## src/rtl/txseq_pkg.sv

```systemverilog
package txseq_pkg;

    localparam int unsigned TXS_DATA_W = 8;

    typedef enum logic [1:0] {
        ST_IDLE  = 2'd0,
        ST_READY = 2'd1,
        ST_DATA  = 2'd2,
        ST_SPEC  = 2'd3
    } tx_state_e;

    typedef enum logic [1:0] {
        SP_PRE  = 2'd0,
        SP_BRK  = 2'd1,
        SP_STOP = 2'd2
    } spec_kind_e;

    typedef enum logic [1:0] {
        SEL_NONE = 2'd0,
        SEL_BRK  = 2'd1,
        SEL_PRE  = 2'd2,
        SEL_DATA = 2'd3
    } req_sel_e;

    typedef struct packed {
        tx_state_e  st;
        spec_kind_e kind;
    } tx_mode_t;

    // Fixed priority among requests: break, preamble, data frame.
    function automatic req_sel_e pick_request(input logic brk, input logic pre, input logic dat);
        req_sel_e s;
        if (brk)      s = SEL_BRK;
        else if (pre) s = SEL_PRE;
        else if (dat) s = SEL_DATA;
        else          s = SEL_NONE;
        return s;
    endfunction

endpackage

```

## src/rtl/txseq_req.sv

```systemverilog
module txseq_req #(
    parameter int unsigned DATA_W = 8
) (
    input  logic              clk,
    input  logic              rst,
    input  logic              pre_set,
    input  logic              frm_set,
    input  logic [DATA_W-1:0] frm_din,
    input  logic              pre_take,
    input  logic              frm_take,
    output logic              pre_pend,
    output logic              frm_pend,
    output logic [DATA_W-1:0] frm_hold
);

    // A new pulse in the same cycle as a take leaves the request pending.
    always_ff @(posedge clk) begin
        if (rst) begin
            pre_pend <= 1'b0;
        end else if (pre_set) begin
            pre_pend <= 1'b1;
        end else if (pre_take) begin
            pre_pend <= 1'b0;
        end
    end

    always_ff @(posedge clk) begin
        if (rst) begin
            frm_pend <= 1'b0;
            frm_hold <= '0;
        end else if (frm_set) begin
            frm_pend <= 1'b1;
            frm_hold <= frm_din;
        end else if (frm_take) begin
            frm_pend <= 1'b0;
        end
    end

endmodule

```

## src/rtl/txseq_bitcnt.sv

```systemverilog
module txseq_bitcnt #(
    parameter int unsigned CHAR_BITS = 10,
    localparam int unsigned CW = $clog2(CHAR_BITS)
) (
    input  logic          clk,
    input  logic          rst,
    input  logic          load,
    input  logic          adv,
    output logic [CW-1:0] idx,
    output logic          last
);

    localparam logic [CW-1:0] LAST_IDX = CW'(CHAR_BITS - 1);

    assign last = (idx == LAST_IDX);

    always_ff @(posedge clk) begin
        if (rst) begin
            idx <= '0;
        end else if (load) begin
            idx <= '0;
        end else if (adv && !last) begin
            idx <= idx + CW'(1);
        end
    end

endmodule

```

## src/rtl/txseq_line.sv

```systemverilog
module txseq_line
    import txseq_pkg::*;
#(
    parameter int unsigned DATA_W    = 8,
    parameter int unsigned CHAR_BITS = DATA_W + 2,
    localparam int unsigned CW = $clog2(CHAR_BITS)
) (
    input  tx_mode_t          mode,
    input  logic [CW-1:0]     idx,
    input  logic [DATA_W-1:0] data,
    output logic              txd
);

    localparam logic [CW-1:0] LAST_DATA = CW'(DATA_W);

    logic [DATA_W-1:0] shifted;

    assign shifted = data >> (idx - CW'(1));

    always_comb begin
        txd = 1'b1;
        case (mode.st)
            ST_DATA: begin
                if (idx == '0)             txd = 1'b0;
                else if (idx <= LAST_DATA) txd = shifted[0];
                else                       txd = 1'b1;
            end
            ST_SPEC: txd = (mode.kind == SP_BRK) ? 1'b0 : 1'b1;
            default: txd = 1'b1;
        endcase
    end

endmodule

```

## src/rtl/sertx_sequencer.sv

```systemverilog
module sertx_sequencer
    import txseq_pkg::*;
#(
    parameter int unsigned DATA_W = TXS_DATA_W,
    localparam int unsigned CHAR_BITS = DATA_W + 2,
    localparam int unsigned CW = $clog2(CHAR_BITS)
) (
    input  logic              clk,
    input  logic              rst,
    input  logic              bit_tick,
    input  logic              tx_en,
    input  logic              brk_hold,
    input  logic              pre_pulse,
    input  logic              frm_pulse,
    input  logic [DATA_W-1:0] frm_data,
    input  logic              tc_clr,
    output logic              txd,
    output logic              tc_flag,
    output logic              commit
);

    tx_mode_t          mode_q, mode_d;
    logic [DATA_W-1:0] data_q;
    logic              tc_q, cmt_q;
    logic              pre_pend, frm_pend;
    logic [DATA_W-1:0] frm_hold;
    logic [CW-1:0]     idx;
    logic              last;
    req_sel_e          sel;
    logic              start, done_ok, halt;
    logic              char_end, stop_end;

    assign sel = pick_request(brk_hold, pre_pend, frm_pend);

    txseq_req #(.DATA_W(DATA_W)) u_req (
        .clk      (clk),
        .rst      (rst),
        .pre_set  (pre_pulse),
        .frm_set  (frm_pulse),
        .frm_din  (frm_data),
        .pre_take (start && (sel == SEL_PRE)),
        .frm_take (start && (sel == SEL_DATA)),
        .pre_pend (pre_pend),
        .frm_pend (frm_pend),
        .frm_hold (frm_hold)
    );

    txseq_bitcnt #(.CHAR_BITS(CHAR_BITS)) u_cnt (
        .clk  (clk),
        .rst  (rst),
        .load (start),
        .adv  (bit_tick),
        .idx  (idx),
        .last (last)
    );

    txseq_line #(.DATA_W(DATA_W), .CHAR_BITS(CHAR_BITS)) u_line (
        .mode (mode_q),
        .idx  (idx),
        .data (data_q),
        .txd  (txd)
    );

    // End of a full character (data, preamble or break) and end of the trailing stop bit.
    assign char_end = bit_tick && last &&
                      ((mode_q.st == ST_DATA) ||
                       ((mode_q.st == ST_SPEC) && (mode_q.kind != SP_STOP)));
    assign stop_end = bit_tick && (mode_q.st == ST_SPEC) && (mode_q.kind == SP_STOP);

    always_comb begin
        mode_d  = mode_q;
        start   = 1'b0;
        done_ok = 1'b0;
        halt    = 1'b0;
        case (mode_q.st)
            ST_IDLE: begin
                if (tx_en) mode_d.st = ST_READY;
            end
            ST_READY: begin
                if (!tx_en)                            mode_d.st = ST_IDLE;
                else if (bit_tick && sel != SEL_NONE)  start = 1'b1;
            end
            default: begin
                if (mode_q.st == ST_SPEC && mode_q.kind == SP_BRK && char_end) begin
                    // Repeat the break while held, else close the sequence with a stop bit.
                    if (tx_en && brk_hold) start = 1'b1;
                    else                   mode_d.kind = SP_STOP;
                end else if (char_end || stop_end) begin
                    if (!tx_en) begin
                        halt      = 1'b1;
                        mode_d.st = ST_IDLE;
                    end else if (sel != SEL_NONE) begin
                        start = 1'b1;
                    end else begin
                        done_ok   = 1'b1;
                        mode_d.st = ST_READY;
                    end
                end
            end
        endcase
        if (start) begin
            case (sel)
                SEL_BRK:  mode_d = '{st: ST_SPEC, kind: SP_BRK};
                SEL_PRE:  mode_d = '{st: ST_SPEC, kind: SP_PRE};
                default:  mode_d = '{st: ST_DATA, kind: SP_PRE};
            endcase
        end
    end

    always_ff @(posedge clk) begin
        if (rst) begin
            mode_q <= '{st: ST_IDLE, kind: SP_PRE};
            data_q <= '0;
            tc_q   <= 1'b0;
            cmt_q  <= 1'b0;
        end else begin
            mode_q <= mode_d;
            if (start && sel == SEL_DATA) data_q <= frm_hold;
            if (done_ok || halt)          tc_q <= 1'b1;
            else if (start || tc_clr)     tc_q <= 1'b0;
            if (start)                    cmt_q <= 1'b1;
            else if (mode_d.st == ST_IDLE) cmt_q <= 1'b0;
        end
    end

    assign tc_flag = tc_q;
    assign commit  = cmt_q;

endmodule

```

## config.mk

```make
export PLATFORM = sky130hd
export DESIGN_NAME = sertx_sequencer
export DESIGN_NICKNAME = d
export VERILOG_FILES = /design/src/rtl/txseq_pkg.sv /design/src/rtl/txseq_req.sv /design/src/rtl/txseq_bitcnt.sv /design/src/rtl/txseq_line.sv /design/src/rtl/sertx_sequencer.sv
export SDC_FILE = /design/constraint.sdc
export NUM_CORES = 1
export LEC_CHECK = 0
export CAP_MARGIN = 10
export CORE_UTILIZATION = 33
export DETAILED_ROUTE_END_ITERATION = 16
export DONT_BUFFER_PORTS = 1
export SLEW_MARGIN = 20
export SYNTH_ARGS = -nofsm -noshare
export SYNTH_HDL_FRONTEND = slang
export SYNTH_HIERARCHICAL = 1
export SYNTH_SLANG_ARGS = --single-unit
```

## constraint.sdc

```tcl
create_clock -name clk -period 2.1 [get_ports clk]
set_clock_uncertainty 0.1 [all_clocks]
set_input_delay 0.525 -clock clk [delete_from_list [all_inputs] [get_ports clk]]
set_output_delay 0.525 -clock clk [all_outputs]
set_load 0.05 [all_outputs]
```

==> results.py <==
metrics = {
    "die": {
        "die_area_um2": 4940,
        "core_um2": 4410,
        "rows": 24,
        "start_util_pct": 34.9,
        "io_pins": 19,
        "dieWidth_um": 70.3,
        "die_h_um": 70.3,
    },
    "worst_setup_path": {
        "critPathMaxStageDelay_ps": 390,
        "crit_path_cell_trace": "inv_4 > ha_4 > mux4_2 > mux2i_1 > a211o_2 > nand3_4",
        "arrival_ps": 1790,
        "cp_slowest_cell": "dfxtp_4",
        "required_ps": 1470,
        "path_buf_inv": 1,
        "worstSetupEndpointType": "output port",
        "crit_path_max_fanout": 3,
        "start_kind": "flip-flop",
        "criticalPathCategory": "flip-flop to output port",
        "cp_top_family": "multiplexers",
    },
    "clocking": {
        "cts_sinks": 28,
        "h-tree-depth": 1,
        "cts-root-buf": "clkbuf_8",
        "cts_tree": "yes",
        "clock_latency_ps": 270,
        "path_clk_slew_ps": 100,
        "cts_buffers": 3,
        "clock_path_buffers": 2,
    },
    "run": {
        "maxCapViolations": 0,
    },
    "finish": {
        "num_antenna_cells": 0,
        "syn2layout_area_growth_pct": 29.3,
        "drive_above_1_share_pct": 35.7,
        "nets": 211,
        "final_core_util_pct": 45.1,
    },
    "synthesis": {
        "seq_area_frac_synth_pct": 36.4,
        "async_flop_share_pct": 0,
        "synthDistinctLibCells": 51,
        "syn_area_um2": 1540,
        "avgSynthCellArea_um2": 9.51,
        "synth-edff-count": 0,
        "synth_seq_cells": 28,
        "synthCells": 162,
        "yosys_most_used_dff": "dfxtp_1",
        "syn-num-nets": 187,
        "yosysWarnings": 6,
    },
    "drt": {
        "antenna_left": 0,
        "initialDrtViolationCount": 55,
        "wirelength_um": 3690,
        "routed_via_density": 5.25,
        "drt_first_pass_iters": 4,
        "num_vias": 1244,
        "drc": 0,
        "wl_per_cell_um": 15.6,
    },
    "global_routing": {
        "overflow": 0,
        "grt_use_total_pct": 15.5,
        "grt_max_degree": 28,
        "grt_pass1_wl_um": 6230,
        "antenna_found_initial": 0,
        "grt_pass1_vias": 1325,
    },
    "sta": {
        "rsz0062_at_grt": "true",
        "setup_viol": 20,
        "report.final.hold_viol_count": 0,
        "period_minus_slack_ps": 2420,
        "drv_slew": 0,
        "finalCritPeriodShare_pct": 115,
        "worst_pin_slew_ps": 546,
        "worst_slack_ps": -316,
        "fmax_mhz": 414,
        "max-slew-margin-rel_pct": 63.5,
    },
    "placed_design": {
        "dpl.hpwl_um": 2380,
        "place_ws_ps": -142,
        "place.gp.congestion": 0.857,
        "portBuffers": 0,
    },
    "power_and_ir_drop": {
        "power_density_nw_per_um2": 575,
        "power.switching_mw": 0.259,
        "power_leakage_nw": 0.882,
        "internal_power_mw": 0.886,
        "switching_share_pct": 22.6,
        "pwr-share-seq_pct": 49.1,
        "p_comb_share_pct": 13.3,
        "vdd_drop_max_mv": 0.408,
        "clkPwrFrac_pct": 37.5,
    },
    "outcome": {
        "violations": "negative setup slack",
        "status": "finished, violations left",
    },
    "min_path": {
        "hold_class": "input port to flip-flop",
    },
}
==> stage by stage <==
stage | hold WS, ps | setup TNS (ps) | instances | cell area (µm²) | power, mW
global placement | 374 | -723 | 223 | 1710 | 0.683
detailed placement | 382 | -1530 | 223 | 1710 | 0.688
finish | 197 | -1940 | 237 | 1990 | 1.15
global route | 190 | -3220 | 237 | 1990 | 1.19
CTS | 197 | -1320 | 236 | 1950 | 1.14
floorplan | 355 | -136 | 162 | 1570 | 0.662
==> routing by layer <==
metal  vias up  track usage (%)  share of wire, %
li1        613                -                 -
met1       590             19.5                45
met2        31             25.7                49
met3        10             2.02               2.2
met4         0             7.56               3.4
met5         -                0                 0
==> cell usage after synthesis (all sizes together), types with 2 or more instances <==
cell type	instances	share of area (%)
mux4	2	3.4
mux2i	18	12
o21ai	7	2.3
mux2	2	1.7
nand2	6	1.9
o21a	3	1.5
nor2b	2	0.81
dfxtp	28	36
ha	9	7.3
nor2	19	4.6
nand3b	2	0.97
nand4	2	0.81
nand2b	4	1.6
nand3	2	0.65
a211oi	2	0.97
or3	4	2.0
buf	4	2.3
inv	17	4.3
and2	2	0.81
a21oi	4	1.3
==> what timing repair did <==
action,in CTS,in global routing
endpoints found under the hold margin,0,0
pin swaps,9,6
buffers inserted,8,1
setup endpoints to repair,18,20
hold buffers,0,0
gates resized for setup,28,8
gates cloned,1,0
==> kinds of logic after synthesis <==
logic type      after synthesis  synth area share, %
compound gates               29                 13.8
xor+xnor                      2                 1.14
fa+ha+maj                    10                 8.04
buf+inv                      22                 6.82
flops                        28                 36.4
mux                          22                 16.8
simple gates                 49                 17.0
==> sequential cells by signal, indices dropped and copies added, names as in the netlist <==
signal and cells:
u_req/pre_pend 1, u_cnt/idx 4, commit 1, tc_flag 1
data_q 8, mode_q 4, u_req/frm_hold 8, u_req/frm_pend 1
==> worst paths after layout <==
kind,slack (ps),startpoint,cells past startpoint,end
worst max-delay path,-320,u_cnt/idx[0]$_SDFFE_PP0P_,6,txd
worst min-delay path,200,rst,1,u_req/pre_pend$_SDFFE_PP0P_
worst max register to register,-180,u_cnt/idx[0]$_SDFFE_PP0P_,9,mode_q[2]$_SDFF_PP0_
worst min register to register,370,u_req/pre_pend$_SDFFE_PP0P_,2,u_req/pre_pend$_SDFFE_PP0P_
==> layout make-up <==
cell class                      count  area, µm²
Multi-Input combinational cell    112       1020
Tap cell                           52       65.1
Fill cell                         403       2420
Timing Repair Buffer               24        195
Sequential cell                    28        567
Inverter                           17       73.8
Clock inverter                      1       30.0
Clock buffer                        3       41.3
==> worst register-to-register path: stages (launching register included) <==
cell and delay, ps:
dfxtp_4 380, buf_4 150, ha_4 150, and3b_2 240
nand4b_1 160, o22ai_2 140, or3_4 440, nand2_4 90
inv_6 60, mux2_4 290
==> power groups by stage <==
stage	registers (mW)	logic, mW	clock network, mW
after CTS	0.561	0.147	0.432
after floorplan	0.572	0.0905	0
after detailed placement	0.574	0.114	0
after global placement	0.574	0.110	0
final	0.563	0.153	0.430
after global routing	0.565	0.168	0.453
==> layout by cell type (no fill, tap or decap), drive strengths merged, types with 3 or more instances in the layout <==
cell    synthesis  final
a21oi           4      4
buf             4     24
clkbuf          1      3
dfxtp          28     28
ha              9      9
inv            17     17
mux2i          18     18
nand2           6      6
nand2b          4      4
nor2           19     19
o21a            3      3
o21ai           7      7
or3             4      4
No activity file was read; power rests on OpenSTA's default activity.
